### config.mk
export PLATFORM = sky130hd
export DESIGN_NAME = smm_sequencer
export DESIGN_NICKNAME = d
export VERILOG_FILES = /design/src/rtl/smm_pkg.sv /design/src/rtl/smi_edge_detect.sv /design/src/rtl/smm_hdr_ptr.sv /design/src/rtl/smm_nmi_gate.sv /design/src/rtl/smm_ctrl.sv /design/src/rtl/smm_sequencer.sv
export SDC_FILE = /design/constraint.sdc
export NUM_CORES = 1
export LEC_CHECK = 0
export ABC_AREA = 1
export BUFFER_PORTS_ARGS = -buffer_cell sky130_fd_sc_hd__buf_2
export CAP_MARGIN = 0
export CORE_ASPECT_RATIO = 0.8
export CORE_MARGIN = 2
export CORE_UTILIZATION = 33
export CTS_CLUSTER_DIAMETER = 150
export DETAILED_ROUTE_END_ITERATION = 16
export GPL_TIMING_DRIVEN = 0
export MAX_ROUTING_LAYER = met4
export PLACE_DENSITY = 0.66
export REMOVE_ABC_BUFFERS = 1
export SLEW_MARGIN = 5
export SYNTH_ARGS = -nofsm -noshare
export SYNTH_HDL_FRONTEND = slang
export SYNTH_SLANG_ARGS = --single-unit
### constraint.sdc
create_clock -name clk -period 4.45 [get_ports clk]
set_input_delay 0.6675 -clock clk [delete_from_list [all_inputs] [get_ports clk]]
set_output_delay 0.6675 -clock clk [all_outputs]
set_load 0.005 [all_outputs]
### src/rtl/smm_pkg.sv
package smm_pkg;
  localparam int REG_W = 32;

  typedef enum logic [1:0] {
    ST_NORMAL  = 2'd0,
    ST_SERVICE = 2'd1,
    ST_DRAIN   = 2'd2
  } smm_state_e;

  localparam logic [REG_W-1:0] IP_AT_ENTRY    = 32'h0000_0000;
  localparam logic [REG_W-1:0] FLAGS_AT_ENTRY = 32'h0000_0002;
  localparam logic [REG_W-1:0] DBG_AT_ENTRY   = 32'h0000_0400;
endpackage

### src/rtl/smi_edge_detect.sv
module smi_edge_detect #(
  parameter int SYNC_STAGES = 2
) (
  input  logic clk,
  input  logic rst,
  input  logic pin_n,
  output logic fall
);
  localparam int TOP = SYNC_STAGES - 1;

  logic [SYNC_STAGES-1:0] sync_q;
  logic                   last_q;

  generate
    if (SYNC_STAGES == 1) begin : g_single
      always_ff @(posedge clk) begin
        if (rst) sync_q <= '1;
        else     sync_q <= pin_n;
      end
    end else begin : g_chain
      always_ff @(posedge clk) begin
        if (rst) sync_q <= '1;
        else     sync_q <= {sync_q[SYNC_STAGES-2:0], pin_n};
      end
    end
  endgenerate

  always_ff @(posedge clk) begin
    if (rst) last_q <= 1'b1;
    else     last_q <= sync_q[TOP];
  end

  assign fall = last_q & ~sync_q[TOP];

  // an edge is a single-cycle event
  a_r1_single_cycle_fall: assert property (@(posedge clk) disable iff (rst)
    fall |=> !fall);
endmodule

### src/rtl/smm_hdr_ptr.sv
module smm_hdr_ptr #(
  parameter int ADDR_W     = 32,
  parameter int PAGE_SHIFT = 12,
  parameter int SIZE_W     = 4
) (
  input  logic                     clk,
  input  logic                     rst,
  input  logic [ADDR_W-PAGE_SHIFT-1:0] region_base,
  input  logic [SIZE_W-1:0]        region_size,
  input  logic                     region_wr,
  input  logic                     entry,
  output logic [ADDR_W-1:0]        hdr_ptr
);
  localparam int                FULL_CODE = (1 << SIZE_W) - 1;
  localparam int                PW        = ADDR_W - 2;
  localparam logic [PW-1:0]     ONE_W     = {{(PW-1){1'b0}}, 1'b1};

  logic [PW-1:0] base_w;
  logic [PW-1:0] span_w;
  logic [PW-1:0] ptr_next;
  logic [PW-1:0] ptr_q;
  logic          valid_q;

  assign base_w = {region_base, {(PAGE_SHIFT-2){1'b0}}};

  always_comb begin
    if (region_size == '0 || int'(region_size) == FULL_CODE)
      span_w = '0;
    else
      span_w = ONE_W << (PAGE_SHIFT - 3 + int'(region_size));
  end

  assign ptr_next = base_w + span_w;

  always_ff @(posedge clk) begin
    if (rst) begin
      ptr_q   <= '0;
      valid_q <= 1'b0;
    end else begin
      if (entry && !valid_q) ptr_q <= ptr_next;
      if (region_wr)                valid_q <= 1'b0;
      else if (entry && !valid_q)   valid_q <= 1'b1;
    end
  end

  assign hdr_ptr = {ptr_q, 1'b0, valid_q};

  // a region write always leaves the pointer invalid
  a_r7_wr_invalidates: assert property (@(posedge clk) disable iff (rst)
    region_wr |=> !valid_q);
  // a valid pointer survives later entries untouched
  a_r7_valid_holds: assert property (@(posedge clk) disable iff (rst)
    valid_q && !region_wr |=> valid_q && $stable(ptr_q));
  // first entry makes the pointer valid
  a_r7_entry_sets: assert property (@(posedge clk) disable iff (rst)
    entry && !region_wr |=> valid_q);
endmodule

### src/rtl/smm_nmi_gate.sv
module smm_nmi_gate (
  input  logic clk,
  input  logic rst,
  input  logic nmi_req,
  input  logic in_service,
  input  logic nmi_en,
  input  logic smi_go,
  output logic nmi_pend,
  output logic nmi_take
);
  logic deliver;

  assign deliver = nmi_pend && (!in_service || nmi_en) && !smi_go;

  always_ff @(posedge clk) begin
    if (rst) begin
      nmi_pend <= 1'b0;
      nmi_take <= 1'b0;
    end else begin
      nmi_take <= deliver;
      nmi_pend <= (nmi_pend & ~deliver) | nmi_req;
    end
  end

  // delivery only from a pending request
  a_r5_take_from_pending: assert property (@(posedge clk) disable iff (rst)
    nmi_take |-> $past(nmi_pend));
  // never delivered in a cycle that starts an SMI entry
  a_r3_smi_wins: assert property (@(posedge clk) disable iff (rst)
    nmi_take |-> !$past(smi_go));
endmodule

### src/rtl/smm_ctrl.sv
module smm_ctrl
  import smm_pkg::*;
(
  input  logic       clk,
  input  logic       rst,
  input  logic       smi_fall,
  input  logic       recognized,
  input  logic       cfg_index_wr,
  input  logic       cfg_data_done,
  input  logic       rsm_strobe,
  input  logic       last_done,
  output smm_state_e state_q,
  output logic       smi_go,
  output logic       smi_ack,
  output logic       rsm_illegal
);
  logic       cfg_busy_q;
  logic       smi_pend_q;
  logic       blocked;
  smm_state_e state_n;

  assign blocked = cfg_busy_q | cfg_index_wr;
  assign smi_go  = (state_q != ST_SERVICE) && smi_pend_q && !blocked;

  always_ff @(posedge clk) begin
    if (rst)                cfg_busy_q <= 1'b0;
    else if (cfg_index_wr)  cfg_busy_q <= 1'b1;
    else if (cfg_data_done) cfg_busy_q <= 1'b0;
  end

  always_ff @(posedge clk) begin
    if (rst) smi_pend_q <= 1'b0;
    else     smi_pend_q <= (smi_pend_q & ~smi_go) | (smi_fall & recognized);
  end

  always_comb begin
    state_n = state_q;
    unique case (state_q)
      ST_NORMAL:  if (smi_go) state_n = ST_SERVICE;
      ST_SERVICE: if (rsm_strobe) state_n = ST_DRAIN;
      ST_DRAIN: begin
        if (smi_go)         state_n = ST_SERVICE;
        else if (last_done) state_n = ST_NORMAL;
      end
      default: state_n = ST_NORMAL;
    endcase
  end

  always_ff @(posedge clk) begin
    if (rst) begin
      state_q     <= ST_NORMAL;
      smi_ack     <= 1'b0;
      rsm_illegal <= 1'b0;
    end else begin
      state_q     <= state_n;
      smi_ack     <= smi_go;
      rsm_illegal <= rsm_strobe && (state_q != ST_SERVICE);
    end
  end

  // nothing is latched while the region is unusable
  a_r2_no_latch_disabled: assert property (@(posedge clk) disable iff (rst)
    !recognized && !smi_pend_q |=> !smi_pend_q);
  // no entry while an index/data pair is open
  a_r10_no_entry_busy: assert property (@(posedge clk) disable iff (rst)
    smi_ack |-> $past(!cfg_busy_q && !cfg_index_wr));
  // no entry is taken from inside the routine
  a_r4_no_nested_entry: assert property (@(posedge clk) disable iff (rst)
    smi_ack |-> $past(state_q) != ST_SERVICE);
  // an illegal resume leaves the normal state alone
  a_r11_illegal_no_move: assert property (@(posedge clk) disable iff (rst)
    rsm_illegal && $past(state_q) == ST_NORMAL |-> state_q == ST_NORMAL || smi_ack);
endmodule

### src/rtl/smm_sequencer.sv
module smm_sequencer
  import smm_pkg::*;
#(
  parameter int ADDR_W      = 32,
  parameter int PAGE_SHIFT  = 12,
  parameter int SIZE_W      = 4,
  parameter int SYNC_STAGES = 2
) (
  input  logic                         clk,
  input  logic                         rst,
  input  logic                         smi_req_n,
  input  logic                         nmi_req,
  input  logic                         rsm_strobe,
  input  logic                         smm_bus_last_done,
  input  logic                         cfg_index_wr,
  input  logic                         cfg_data_done,
  input  logic                         region_en,
  input  logic [SIZE_W-1:0]            region_size,
  input  logic [ADDR_W-PAGE_SHIFT-1:0] region_base,
  input  logic                         region_wr,
  input  logic                         nmi_en,
  output logic                         in_smm,
  output logic                         smm_mem_sel,
  output logic                         smi_ack,
  output logic                         nmi_pending,
  output logic                         nmi_take,
  output logic                         rsm_illegal,
  output logic [ADDR_W-1:0]            hdr_ptr,
  output logic [REG_W-1:0]             entry_ip,
  output logic [REG_W-1:0]             entry_flags,
  output logic [REG_W-1:0]             entry_dbg,
  output logic [ADDR_W-1:0]            entry_cs_base
);
  smm_state_e state_q;
  logic       smi_fall;
  logic       smi_go;
  logic       recognized;

  assign recognized = region_en && (region_size != '0);

  smi_edge_detect #(.SYNC_STAGES(SYNC_STAGES)) u_edge (
    .clk   (clk),
    .rst   (rst),
    .pin_n (smi_req_n),
    .fall  (smi_fall)
  );

  smm_ctrl u_ctrl (
    .clk           (clk),
    .rst           (rst),
    .smi_fall      (smi_fall),
    .recognized    (recognized),
    .cfg_index_wr  (cfg_index_wr),
    .cfg_data_done (cfg_data_done),
    .rsm_strobe    (rsm_strobe),
    .last_done     (smm_bus_last_done),
    .state_q       (state_q),
    .smi_go        (smi_go),
    .smi_ack       (smi_ack),
    .rsm_illegal   (rsm_illegal)
  );

  assign in_smm      = (state_q == ST_SERVICE);
  assign smm_mem_sel = (state_q != ST_NORMAL);

  smm_nmi_gate u_nmi (
    .clk        (clk),
    .rst        (rst),
    .nmi_req    (nmi_req),
    .in_service (in_smm),
    .nmi_en     (nmi_en),
    .smi_go     (smi_go),
    .nmi_pend   (nmi_pending),
    .nmi_take   (nmi_take)
  );

  smm_hdr_ptr #(
    .ADDR_W     (ADDR_W),
    .PAGE_SHIFT (PAGE_SHIFT),
    .SIZE_W     (SIZE_W)
  ) u_hdr (
    .clk         (clk),
    .rst         (rst),
    .region_base (region_base),
    .region_size (region_size),
    .region_wr   (region_wr),
    .entry       (smi_go),
    .hdr_ptr     (hdr_ptr)
  );

  always_ff @(posedge clk) begin
    if (rst) begin
      entry_ip      <= '0;
      entry_flags   <= '0;
      entry_dbg     <= '0;
      entry_cs_base <= '0;
    end else if (smi_go) begin
      entry_ip      <= IP_AT_ENTRY;
      entry_flags   <= FLAGS_AT_ENTRY;
      entry_dbg     <= DBG_AT_ENTRY;
      entry_cs_base <= {region_base, {PAGE_SHIFT{1'b0}}};
    end else if (in_smm && rsm_strobe) begin
      entry_ip      <= '0;
      entry_flags   <= '0;
      entry_dbg     <= '0;
      entry_cs_base <= '0;
    end
  end

  // memory select covers the whole routine
  a_r6_sel_in_service: assert property (@(posedge clk) disable iff (rst)
    in_smm |-> smm_mem_sel);
  // release only after the last management bus cycle
  a_r6_release_on_last: assert property (@(posedge clk) disable iff (rst)
    $fell(smm_mem_sel) |-> $past(smm_bus_last_done) && $past(!in_smm));
  // every entry is announced together with service mode
  a_r1_ack_with_entry: assert property (@(posedge clk) disable iff (rst)
    smi_ack |-> in_smm && smm_mem_sel);
  // masked NMI is never delivered inside the routine
  a_r5_nmi_masked: assert property (@(posedge clk) disable iff (rst)
    nmi_take |-> $past(!in_smm || nmi_en));
  // entry flags are present for the whole routine
  a_r9_entry_values: assert property (@(posedge clk) disable iff (rst)
    in_smm |-> entry_flags == FLAGS_AT_ENTRY && entry_dbg == DBG_AT_ENTRY);
endmodule

Yosys cells after proc, flatten, opt, wreduce, memory -nomap -nowiden
Cells that the tools add are included.
{ "classes": {"addsub": 2, "n_eq_ne": 7, "n_shift": 1, "mux": 14, "bitwise_logic": 10, "n_reduce_logical": 22} }
{ "op_table": {"columns": ["cell", "count"], "rows": [
  ["two-way mux 32 bit", 2],
  ["left shift 1 x 32 -> 30 bit (first input constant)", 1],
  ["adder 30 bit", 1],
  ["two-way mux 30 bit", 1],
  ["two-way mux 11 bit", 2],
  ["two-way mux 2 bit", 6],
  ["logical AND 1 bit", 8],
  ["case mux 2 bit (3 select lines)", 1],
  ["nonzero test 2 bit", 3],
  ["adder 4 x 4 -> 5 bit (first input constant)", 1],
  ["AND 1 bit", 4],
  ["== test 4 x 1 -> 1 bit (second input constant)", 1],
  ["logical NOT 1 bit", 4],
  ["logical NOT 4 bit", 1],
  ["inequality test 2 x 1 -> 1 bit (second input constant)", 2],
  ["nonzero test 4 bit", 1],
  ["inequality test 3 x 2 -> 1 bit (second input constant)", 1],
  ["inverter 1 bit", 3],
  ["bitwise OR 1 bit", 3],
  ["AND reduction 3 bit", 1],
  ["== test 2 x 1 -> 1 bit (second input constant)", 1],
  ["== test 2 bit (second input constant)", 1],
  ["logical NOT 2 bit", 1],
  ["logical OR 1 bit", 2],
  ["3 further kinds", 4]
]} }
{ "totals": {"ff_bits": 64, "in_bits": 35, "out_inout_bits": 166, "elab_cells": 70} }

Longest topological paths before layout
Gate-level depths: netlist of the first run.
{ "logic_depth": {"ltp_word": 8, "depth_mapped": 17, "ltp_nobuf": 17} }

Cells and area by module
A second synthesis of the first run with hierarchy kept.
{ "unflattened": {"cells_unflattened": 648, "area_unflattened_um2": 4558.1} }
{ "by_module_without_submodules": {"columns": ["module", "n_inst", "cells_per_inst", "area_each_um2", "seq_area_each_um2"], "rows": [
  ["smm_hdr_ptr", 1, 384, 2314.7, 620.6],
  ["smm_sequencer", 1, 208, 1813.0, 420.4],
  ["smm_ctrl", 1, 33, 257.7, 120.1],
  ["smi_edge_detect", 1, 12, 93.8, 60.1],
  ["smm_nmi_gate", 1, 11, 78.8, 40.0]
]} }

Worst setup path after synthesis of the first run
OpenSTA, ideal clock, no wires.
{ "synth_timing": {"path_kind": "input to register", "startpoint": "in region_size[3]", "endpoint": "reg u_hdr.ptr_q[22]", "setup_ns": 0.109, "arrival_time_ns": 2.224, "t_required_ns": 4.341, "path_slack_ns": 2.117, "cell_stages": 16, "path_buffers": 0, "cell_sequence": "nor2_1 inv_1 nor2_1 ha_1 inv_1 fa_1 inv_1 nand3_1 nand3_1 nand2_1 nand2_1 nand2_1 nand3_1 nand3_1 nand2_1 inv_1"} }
{ "synth_between": {"elab_chain_len": 4, "word_cells_on_any_way": 7, "cone_classes": "add/sub (2); eq/ne (1); shift (1); mux (1); reduce/logical (2)"} }
{ "synth_rtl": {"columns": ["element", "line_no", "rtl"], "rows": [
  ["start: declaration", "smm_sequencer.sv:18", "input logic [SIZE_W-1:0] region_size,"],
  ["adder 4 x 4 -> 5 bit (tied with other cells)", "smm_hdr_ptr.sv:30", "span_w = ONE_W << (PAGE_SHIFT - 3 + int'(region_size));"],
  ["left shift 1 x 32 -> 30 bit / logical OR 1 bit (equally long branches)", "smm_hdr_ptr.sv:30, smm_hdr_ptr.sv:27", null],
  ["two-way mux 30 bit *", "smm_hdr_ptr.sv:27", "if (region_size == '0 || int'(region_size) == FULL_CODE)"],
  ["adder 30 bit *", "smm_hdr_ptr.sv:33", "assign ptr_next = base_w + span_w;"],
  ["end signal: assignment", "smm_hdr_ptr.sv:40", "if (entry && !valid_q) ptr_q <= ptr_next;"],
  ["end: declaration", "smm_hdr_ptr.sv:21", "logic [PW-1:0] ptr_q;"]
]} }
Every way passes the cells marked *; elsewhere a longest branch is shown, timed or not.
A chain may end at the register's enable or synchronous reset.

Worst setup path in the final report of the first run
{ "layout_timing": {"startpoint": "in region_size[1]", "endpoint": "reg u_hdr.ptr_q[22]"} }
The elaborated chain is that of the path after synthesis.

==> results.md, run 1 <==
- Chip height: 105.1 um
- Hold Crit Class: register to register
- Post-synth top area share: 29.90%
- Switching Share: 24.68%
- Critical R2R Launch: u_ctrl.state_q[1]
- TritonCTS Buffers: 9
- Remaining routing DRC violations: 0
- Max_cap viols: 0
- First-pass DRT Iterations: 5
- Area grow syn2layout: 12.13%
- First-pass GRT wire length: 14.86 mm
- Setup ws final: 1892 ps
- GRT Total Usage: 14.35%
- Proportion of power drawn by combinational gates: 12.0%
- P_int: 1.154 mW
- Yosys reg bits: 63
- Clk_lat worst skew: 330 ps
- CP Launch Type: primary input
- Syn Std Cell Area: 4218 um2
- Cell variety after synth: 36
- Fin Hold WS: 404.8 ps
- Cell count after synthesis: 585
- CTS Buffer Depth: 2
- Setup Fix Bufs, Post-CTS: 0
- WL/cell: 11.32 um
- Worst EP required: 4680 ps
- I/O Pins: 201
- Vias/cell: 4.088
- Dpl ws: 1424 ps
- Most common cell after layout, fill and taps aside: conb_1
- Tmin final: 2558 ps
- Reg2reg path depth: 6
- Synth warn: 0
- Standard-cell rows: 36
- Area leader, netlist: dfxtp_1
- Initial core utilization: 34.17%
- Final setup viols: 0
- Final worst path period share: 57.48%
- Diode count: 0
- TNS Setup: 0 ps
- Leading cell types in the layout, fill and taps excluded: conb_1 (112), nand2_1 (107), buf_2 (93)
- Worst Path Arrival: 2790 ps
- Crit Path Class: primary input to register
- Max_slew headroom: 39.25%
- Initial drt markers: 239
- Syn Area/Cell: 7.210 um2
- CP Max Fanout: 4
- Worst Setup SP: region_size[1]
- CTS sink count: 63
- Vias in the first global route: 2,934
- Placer congestion estimate: 0.8752
- Final clock skew: 3.341 ps
- Fmax: 0.3909 GHz
- CTS tree: yes
- Sequential Power Share: 37.8%
- Post-route ant nets: 0
- Final Core Density: 38.32%
- Ranking of synthesized cells by area: dfxtp_1 (30%), buf_4 (20%), nand2_1 (9.5%), nor2_1 (7.3%), ha_1 (5.6%)
- Layout cells sized above 1: 18.04%
- Grt total ovfl: 0
- Clk pwr share: 50.3%
- Die W: 130.4 um
- Largest net degree at the start of global routing: 47
- DPL Wire Length: 7.386 mm
- H-tree depth: 3
- Dpl cell area: 4404 um2
- Reg2Reg Capture Point: entry_cs_base[31]
- Slew of the pin with the lowest slew margin: 910.2 ps
- Hold Path End: u_edge.sync_q[1]
- Worst min-delay path startpoint: u_edge.sync_q[0]
- P per Cell Area: 324.0 nW/um2
- Critical Path End Type: register
- Count of final hold-check violations: 0
- Nets@finish: 732
- Vias: 3,487
- Unrepaired setup endpoints after global routing: false
- Net load switching power: 0.3782 mW
- Clock root cell: clkbuf_16
- Initial antenna violation count: 0
- PortBufs: 93
- Slew Limit Fails: 0
- Clock Pin Slew Worst Setup and Hold Paths: 50 ps
- Worst R2R Setup Slack: 2570 ps
- Hold buffer count at CTS: 0
- Hold path depth: 1
- Post-synthesis sequential area ratio: 29.90%
- Final WL: 9.652 mm
- Fin area: 4730 um2
- Std-Cell Core Area: 12,340 um2
- Status: complete, no violations
- # resized after CTS: 0
- Die area: 13,710 um2
- Leakage power: 2.602 nW
- Worst VDD drop: 0.1880 mV
[area by class of cell]
type / instances / area (um2)
clock inverter: 3 / 65.06
tap: 171 / 214.0
fill: 1350 / 7612
inverter: 60 / 227.7
timing repair buffer: 93 / 465.4
multi-input combinational: 450 / 2236
clock buffer: 13 / 260.3
sequential: 63 / 1261
[how the worst max path moves through the flow]
stage	endpoint	depth (start not counted)
final	u_hdr.ptr_q[22]	17
after global routing	u_hdr.ptr_q[26]	17
after CTS	entry_cs_base[29]	3
after detailed placement	entry_cs_base[18]	3
after global placement	entry_cs_base[28]	3
after floorplan	u_hdr.ptr_q[22]	16
[state kept, by name, indices dropped and copies added, names as in the netlist, 2 cells and up]
name            flops
entry_cs_base      20
u_hdr.ptr_q        30
u_ctrl.state_q      2
u_edge.sync_q       2
[critical path, cell delays in order]
cell     delay [ps]
buf_2           120
inv_1            60
nand2_1         120
nor2_1          200
ha_1            240
inv_1            70
fa_1            400
inv_1           130
nand3_1          80
nand3_1         120
nand2_1         100
nand2_1         120
nand2_1          80
nand3_1          70
nand3_1          90
nand2_1          90
inv_1            40
[cells in the mapped netlist (all sizes together)]
cell type / instances
nor2: 86
a21oi: 26
conb: 1
o21a: 1
ha: 19
nand2: 109
fa: 1
o211ai: 2
o21ai: 17
clkbuf: 6
nand3: 32
nor3: 4
dfxtp: 63
and2: 3
clkinv: 1
xor2: 5
or2: 4
xnor2: 3
buf: 117
o32ai: 1
a32o: 18
o21bai: 3
inv: 59
nand3b: 1
nand4: 3
[power by group through the flow]
stage,sequential (mW),clock (mW),combinational (mW)
floorplan,0.592,0,0.121
global route,0.580,0.822,0.212
global placement,0.591,0,0.179
CTS,0.579,0.797,0.180
detailed placement,0.591,0,0.179
finish,0.579,0.770,0.183
[routing by layer]
metal | global-route usage (%) | vias to the layer above | routed length [um]
met5 | - | - | 0
li1 | - | 1840 | -
met3 | 4.608 | 8 | 676
met4 | 4.559 | 0 | 121
met1 | 19.10 | 1520 | 4575
met2 | 20.61 | 119 | 4279
[per-stage QoR]
stage	total power [mW]	std cells
2_1_floorplan	0.7124	573
3_3_place_gp	0.7701	837
3_5_place_dp	0.7702	837
4_1_cts	1.556	853
5_1_grt	1.613	853
6_report	1.532	853
[cell families after synthesis]
kind of cell               synth area share [%]
DFF                                       29.90
xor gates and xnor gates                  1.661
AOI/OAI and AO/OA                         10.65
other                                   0.08891
buffers and inverters                     26.97
and+or+nand+nor                           24.62
adders and majority gates                 6.111
Note: power is estimated with default switching activity, not from simulation.
==> inputs of run 2 (changes only) <==
--- a/config.mk
+++ b/config.mk
@@ -5,7 +5,7 @@
 export SDC_FILE = /design/constraint.sdc
 export NUM_CORES = 1
 export LEC_CHECK = 0
-export ABC_AREA = 1
+export ABC_AREA = 0
 export BUFFER_PORTS_ARGS = -buffer_cell sky130_fd_sc_hd__buf_2
 export CAP_MARGIN = 0
 export CORE_ASPECT_RATIO = 0.8
@@ -15,7 +15,7 @@
 export DETAILED_ROUTE_END_ITERATION = 16
 export GPL_TIMING_DRIVEN = 0
 export MAX_ROUTING_LAYER = met4
-export PLACE_DENSITY = 0.66
+export PLACE_DENSITY = 0.67
 export REMOVE_ABC_BUFFERS = 1
 export SLEW_MARGIN = 5
 export SYNTH_ARGS = -nofsm -noshare
==> constraint.sdc (replaced) <==
create_clock -name clk -period 2.6 [get_ports clk]
set_input_delay 0.39 -clock clk [delete_from_list [all_inputs] [get_ports clk]]
set_output_delay 0.39 -clock clk [all_outputs]
set_load 0.005 [all_outputs]
==> results.md, run 2 <==
- Vias/cell: 4.441 (was 4.088)
- Initial antenna violation count: 0 (unchanged)
- First-pass DRT Iterations: 4 (was 5)
- Initial drt markers: 81 (was 239)
- Final worst path period share: 97.53%
- Top reg by flops: u_hdr.ptr_q (unchanged)
- Initial core utilization: 33.72% (was 34.17%)
- Final Core Density: 39.30% (was 38.32%)
- Area grow syn2layout: 16.56% (was 12.13%)
- Max FFs per register: 30 (unchanged)
- Yosys reg bits: 63 (unchanged)
- Unrepaired setup endpoints after global routing: true (was false)
- Status: complete, no violations (unchanged)
- EDFF count, synth: 0 (unchanged)
- Compound-gate portion of the synthesized area: 19.86% (was 10.65%)
- Fin area: 4509 um2 (was 4730 um2)
- Die W: 125.1 um (was 130.4 um)
- Final setup viols: 0 (unchanged)
- H-tree depth: 3 (unchanged)
- Clock Pin Slew Worst Setup and Hold Paths: 60 ps (was 50 ps)
- P per Cell Area: 581.1 nW/um2 (was 324.0 nW/um2)
- DPL Wire Length: 7.099 mm (was 7.386 mm)
- Synth cell count leaders: buf_4 (109), dfxtp_1 (63) (was buf_4 (113), nand2_1 (107), nor2_1 (82))
- Number of placed cells counting well taps: 681 (was 837)
- GRT Total Usage: 14.50% (was 14.35%)
- Largest net degree at the start of global routing: 28 (was 47)
- Chip height: 100.8 um (was 105.1 um)
- Dpl cell area: 4094 um2 (was 4404 um2)
- CTS sink count: 63 (unchanged)
- TritonCTS Buffers: 9 (unchanged)
- Vias: 3,113 (was 3,487)
- Cell count after synthesis: 450 (was 585)
- Slew Limit Fails: 0 (unchanged)
- Standard-cell rows: 35 (was 36)
- Final Non-Filler Cells: 701 (was 853)
- Layout cells sized above 1: 24.23% (was 18.04%)
- WL/cell: 12.94 um (was 11.32 um)
- Leakage power: 2.321 nW (was 2.602 nW)
- Largest family of logic cells by synthesized area: buffers and inverters (unchanged)
- Max_cap viols: 0 (unchanged)
- I/O Pins: 201 (unchanged)
- Final clock skew: 7.165 ps (was 3.341 ps)
- Post-Synth XOR/XNOR Area: 3.622% (was 1.661%)
- Reg area: 1261 um2 (unchanged)
- Area leader, netlist: dfxtp_1 (unchanged)
- Worst EP required: 2830 ps (was 4680 ps)
- CP Launch Type: primary input (unchanged)
- CTS tree: yes (unchanged)
- Most common cell after layout, fill and taps aside: conb_1 (unchanged)
- PortBufs: 93 (unchanged)
- Slew of the pin with the lowest slew margin: 645.9 ps (was 910.2 ps)
- Post-route ant nets: 0 (unchanged)
- Largest regs: u_hdr.ptr_q x30, entry_cs_base x20 (unchanged)
- Multiplexer share of the synthesized area: 0% (unchanged)
- Critical Path End Type: register (unchanged)
- Grt total ovfl: 0 (unchanged)
- Cell variety after synth: 47 (was 36)
- Fin Hold WS: 217.4 ps (was 404.8 ps)
- Clock root cell: clkbuf_16 (unchanged)
- Ranking of synthesized cells by area: dfxtp_1 (33%), buf_4 (21%), a22o_1 (6.3%), ha_1 (6.1%), a21oi_1 (3.6%) (was dfxtp_1 (30%), buf_4 (20%), nand2_1 (9.5%), nor2_1 (7.3%), ha_1 (5.6%))
- Crit Path Class: primary input to register (unchanged)
- TNS Setup: 0 ps (unchanged)
- Worst Path Arrival: 2770 ps (was 2790 ps)
- Post-synthesis sequential area ratio: 32.60% (was 29.90%)
- Max_slew headroom: 56.89% (was 39.25%)
- Tmin final: 2536 ps
- First-pass GRT wire length: 14.08 mm (was 14.86 mm)
- Vias in the first global route: 2,800 (was 2,934)
- Fraction of registers with async set/reset: 0% (unchanged)
- Hold buffer count at CTS: 0 (unchanged)
- Multi-input logic area: 2183 um2 (was 2236 um2)
- Syn Area/Cell: 8.597 um2 (was 7.210 um2)
- Syn Std Cell Area: 3869 um2 (was 4218 um2)
- CTS Buffer Depth: 2 (unchanged)
- Remaining routing DRC violations: 0 (unchanged)
- Diode count: 0 (unchanged)
- CP Max Fanout: 4 (unchanged)
- Hold Crit Class: primary input to register (was register to register)
- Fmax: 0.3944 GHz
- Synth warn: 0 (unchanged)
- Nets@finish: 603 (was 732)
- Std-Cell Core Area: 11,470 um2 (was 12,340 um2)
- Worst VDD drop: 0.2944 mV (was 0.1880 mV)
- Post-synth top area share: 32.60% (was 29.90%)
- Layout fillers: 1,211 (was 1,350)
- Final WL: 9.068 mm (was 9.652 mm)
- Die area: 12,610 um2 (was 13,710 um2)
- Most common cell in the synthesized netlist: buf_4 (unchanged)
- Placer congestion estimate: 0.8203 (was 0.8752)
- Count of final hold-check violations: 0 (unchanged)
- Leading cell types in the layout, fill and taps excluded: conb_1 (112), buf_2 (91), dfxtp_1 (63) (was conb_1 (112), nand2_1 (107), buf_2 (93))
- Most used DFF post-synth: dfxtp_1 (unchanged)
- Simple-gate share of the synthesized area: 14.04% (was 24.62%)
- Adder-cell share of the synthesized area: 6.662% (was 6.111%)
- Clk_lat worst skew: 340 ps (was 330 ps)
[run 2: kinds of logic (layout without fill, tap and decap cells)]
| family | count (synthesis) | after routing |
|---|---|---|
| flops | 63 | 63 |
| other cells | 1 | 112 |
| simple gates | 111 | 111 |
| compound gates | 110 | 110 |
| xor+xnor | 16 | 16 |
| fa+ha+maj | 20 | 20 |
| buf+inv | 129 | 121 |
[run 2: through the flow]
| step | total power [mW] | setup slack (ps) |
|---|---|---|
| after floorplan | 1.206 | -58.21 |
| after global placement | 1.303 | -601.8 |
| after detailed placement | 1.308 | -541.6 |
| after CTS | 2.647 | 6.932 |
| after global routing | 2.751 | -31.78 |
| final | 2.621 | 64.32 |
[run 2: layer usage]
layer | vias to the layer above | part of all wire, % | track usage, %
met4 | 0 | 0.64 | 4.872
met5 | - | 0 | -
li1 | 1538 | - | -
met3 | 9 | 5.9 | 3.556
met1 | 1437 | 50 | 20.10
met2 | 129 | 43 | 20.61
[run 2: critical path, stage by stage]
cell and delay, ps:
buf_8 100, nand2b_4 130, or3_4 350, inv_4 70, ha_4 200, a211o_1 300
a211o_1 300, a311oi_2 390, o21ai_1 150, xor2_1 180, a22o_1 210
[run 2: worst paths after layout]
| check | startpoint | end | slack, ps | depth (start not counted) |
|---|---|---|---|---|
| setup reg to reg | u_ctrl.state_q[1] | u_hdr.ptr_q[28] | 520 | 5 |
| setup / recovery | region_size[2] | u_hdr.ptr_q[27] | 60 | 11 |
| hold reg to reg | u_edge.sync_q[0] | u_edge.sync_q[1] | 410 | 1 |
| hold / removal | region_wr | u_hdr.valid_q | 220 | 2 |
[run 2: report_power, final]
| group | switching (mW) | total, mW | internal [mW] |
|---|---|---|---|
| Combinational | 0.203 | 0.322 | 0.120 |
| Clock | 0.467 | 1.31 | 0.846 |
| Sequential | 0.00620 | 0.985 | 0.979 |
| Total | 0.676 | 2.62 | 1.94 |
[run 2: repair_timing]
| item | CTS | global route |
|---|---|---|
| setup endpoints to repair | 5 | 9 |
| resized for setup | 6 | 9 |
| pin swaps | 5 | 7 |
| setup buffers | 2 | 2 |
[run 2: cell type report]
type | instances | share of cell area (%)
clock buffers | 10 | 5.078
clock inverters | 6 | 2.109
inverters | 6 | 0.5549
multi-input cells | 369 | 48.42
flip-flops and latches | 63 | 27.97
well taps | 148 | 4.107
repair buffers | 99 | 11.76
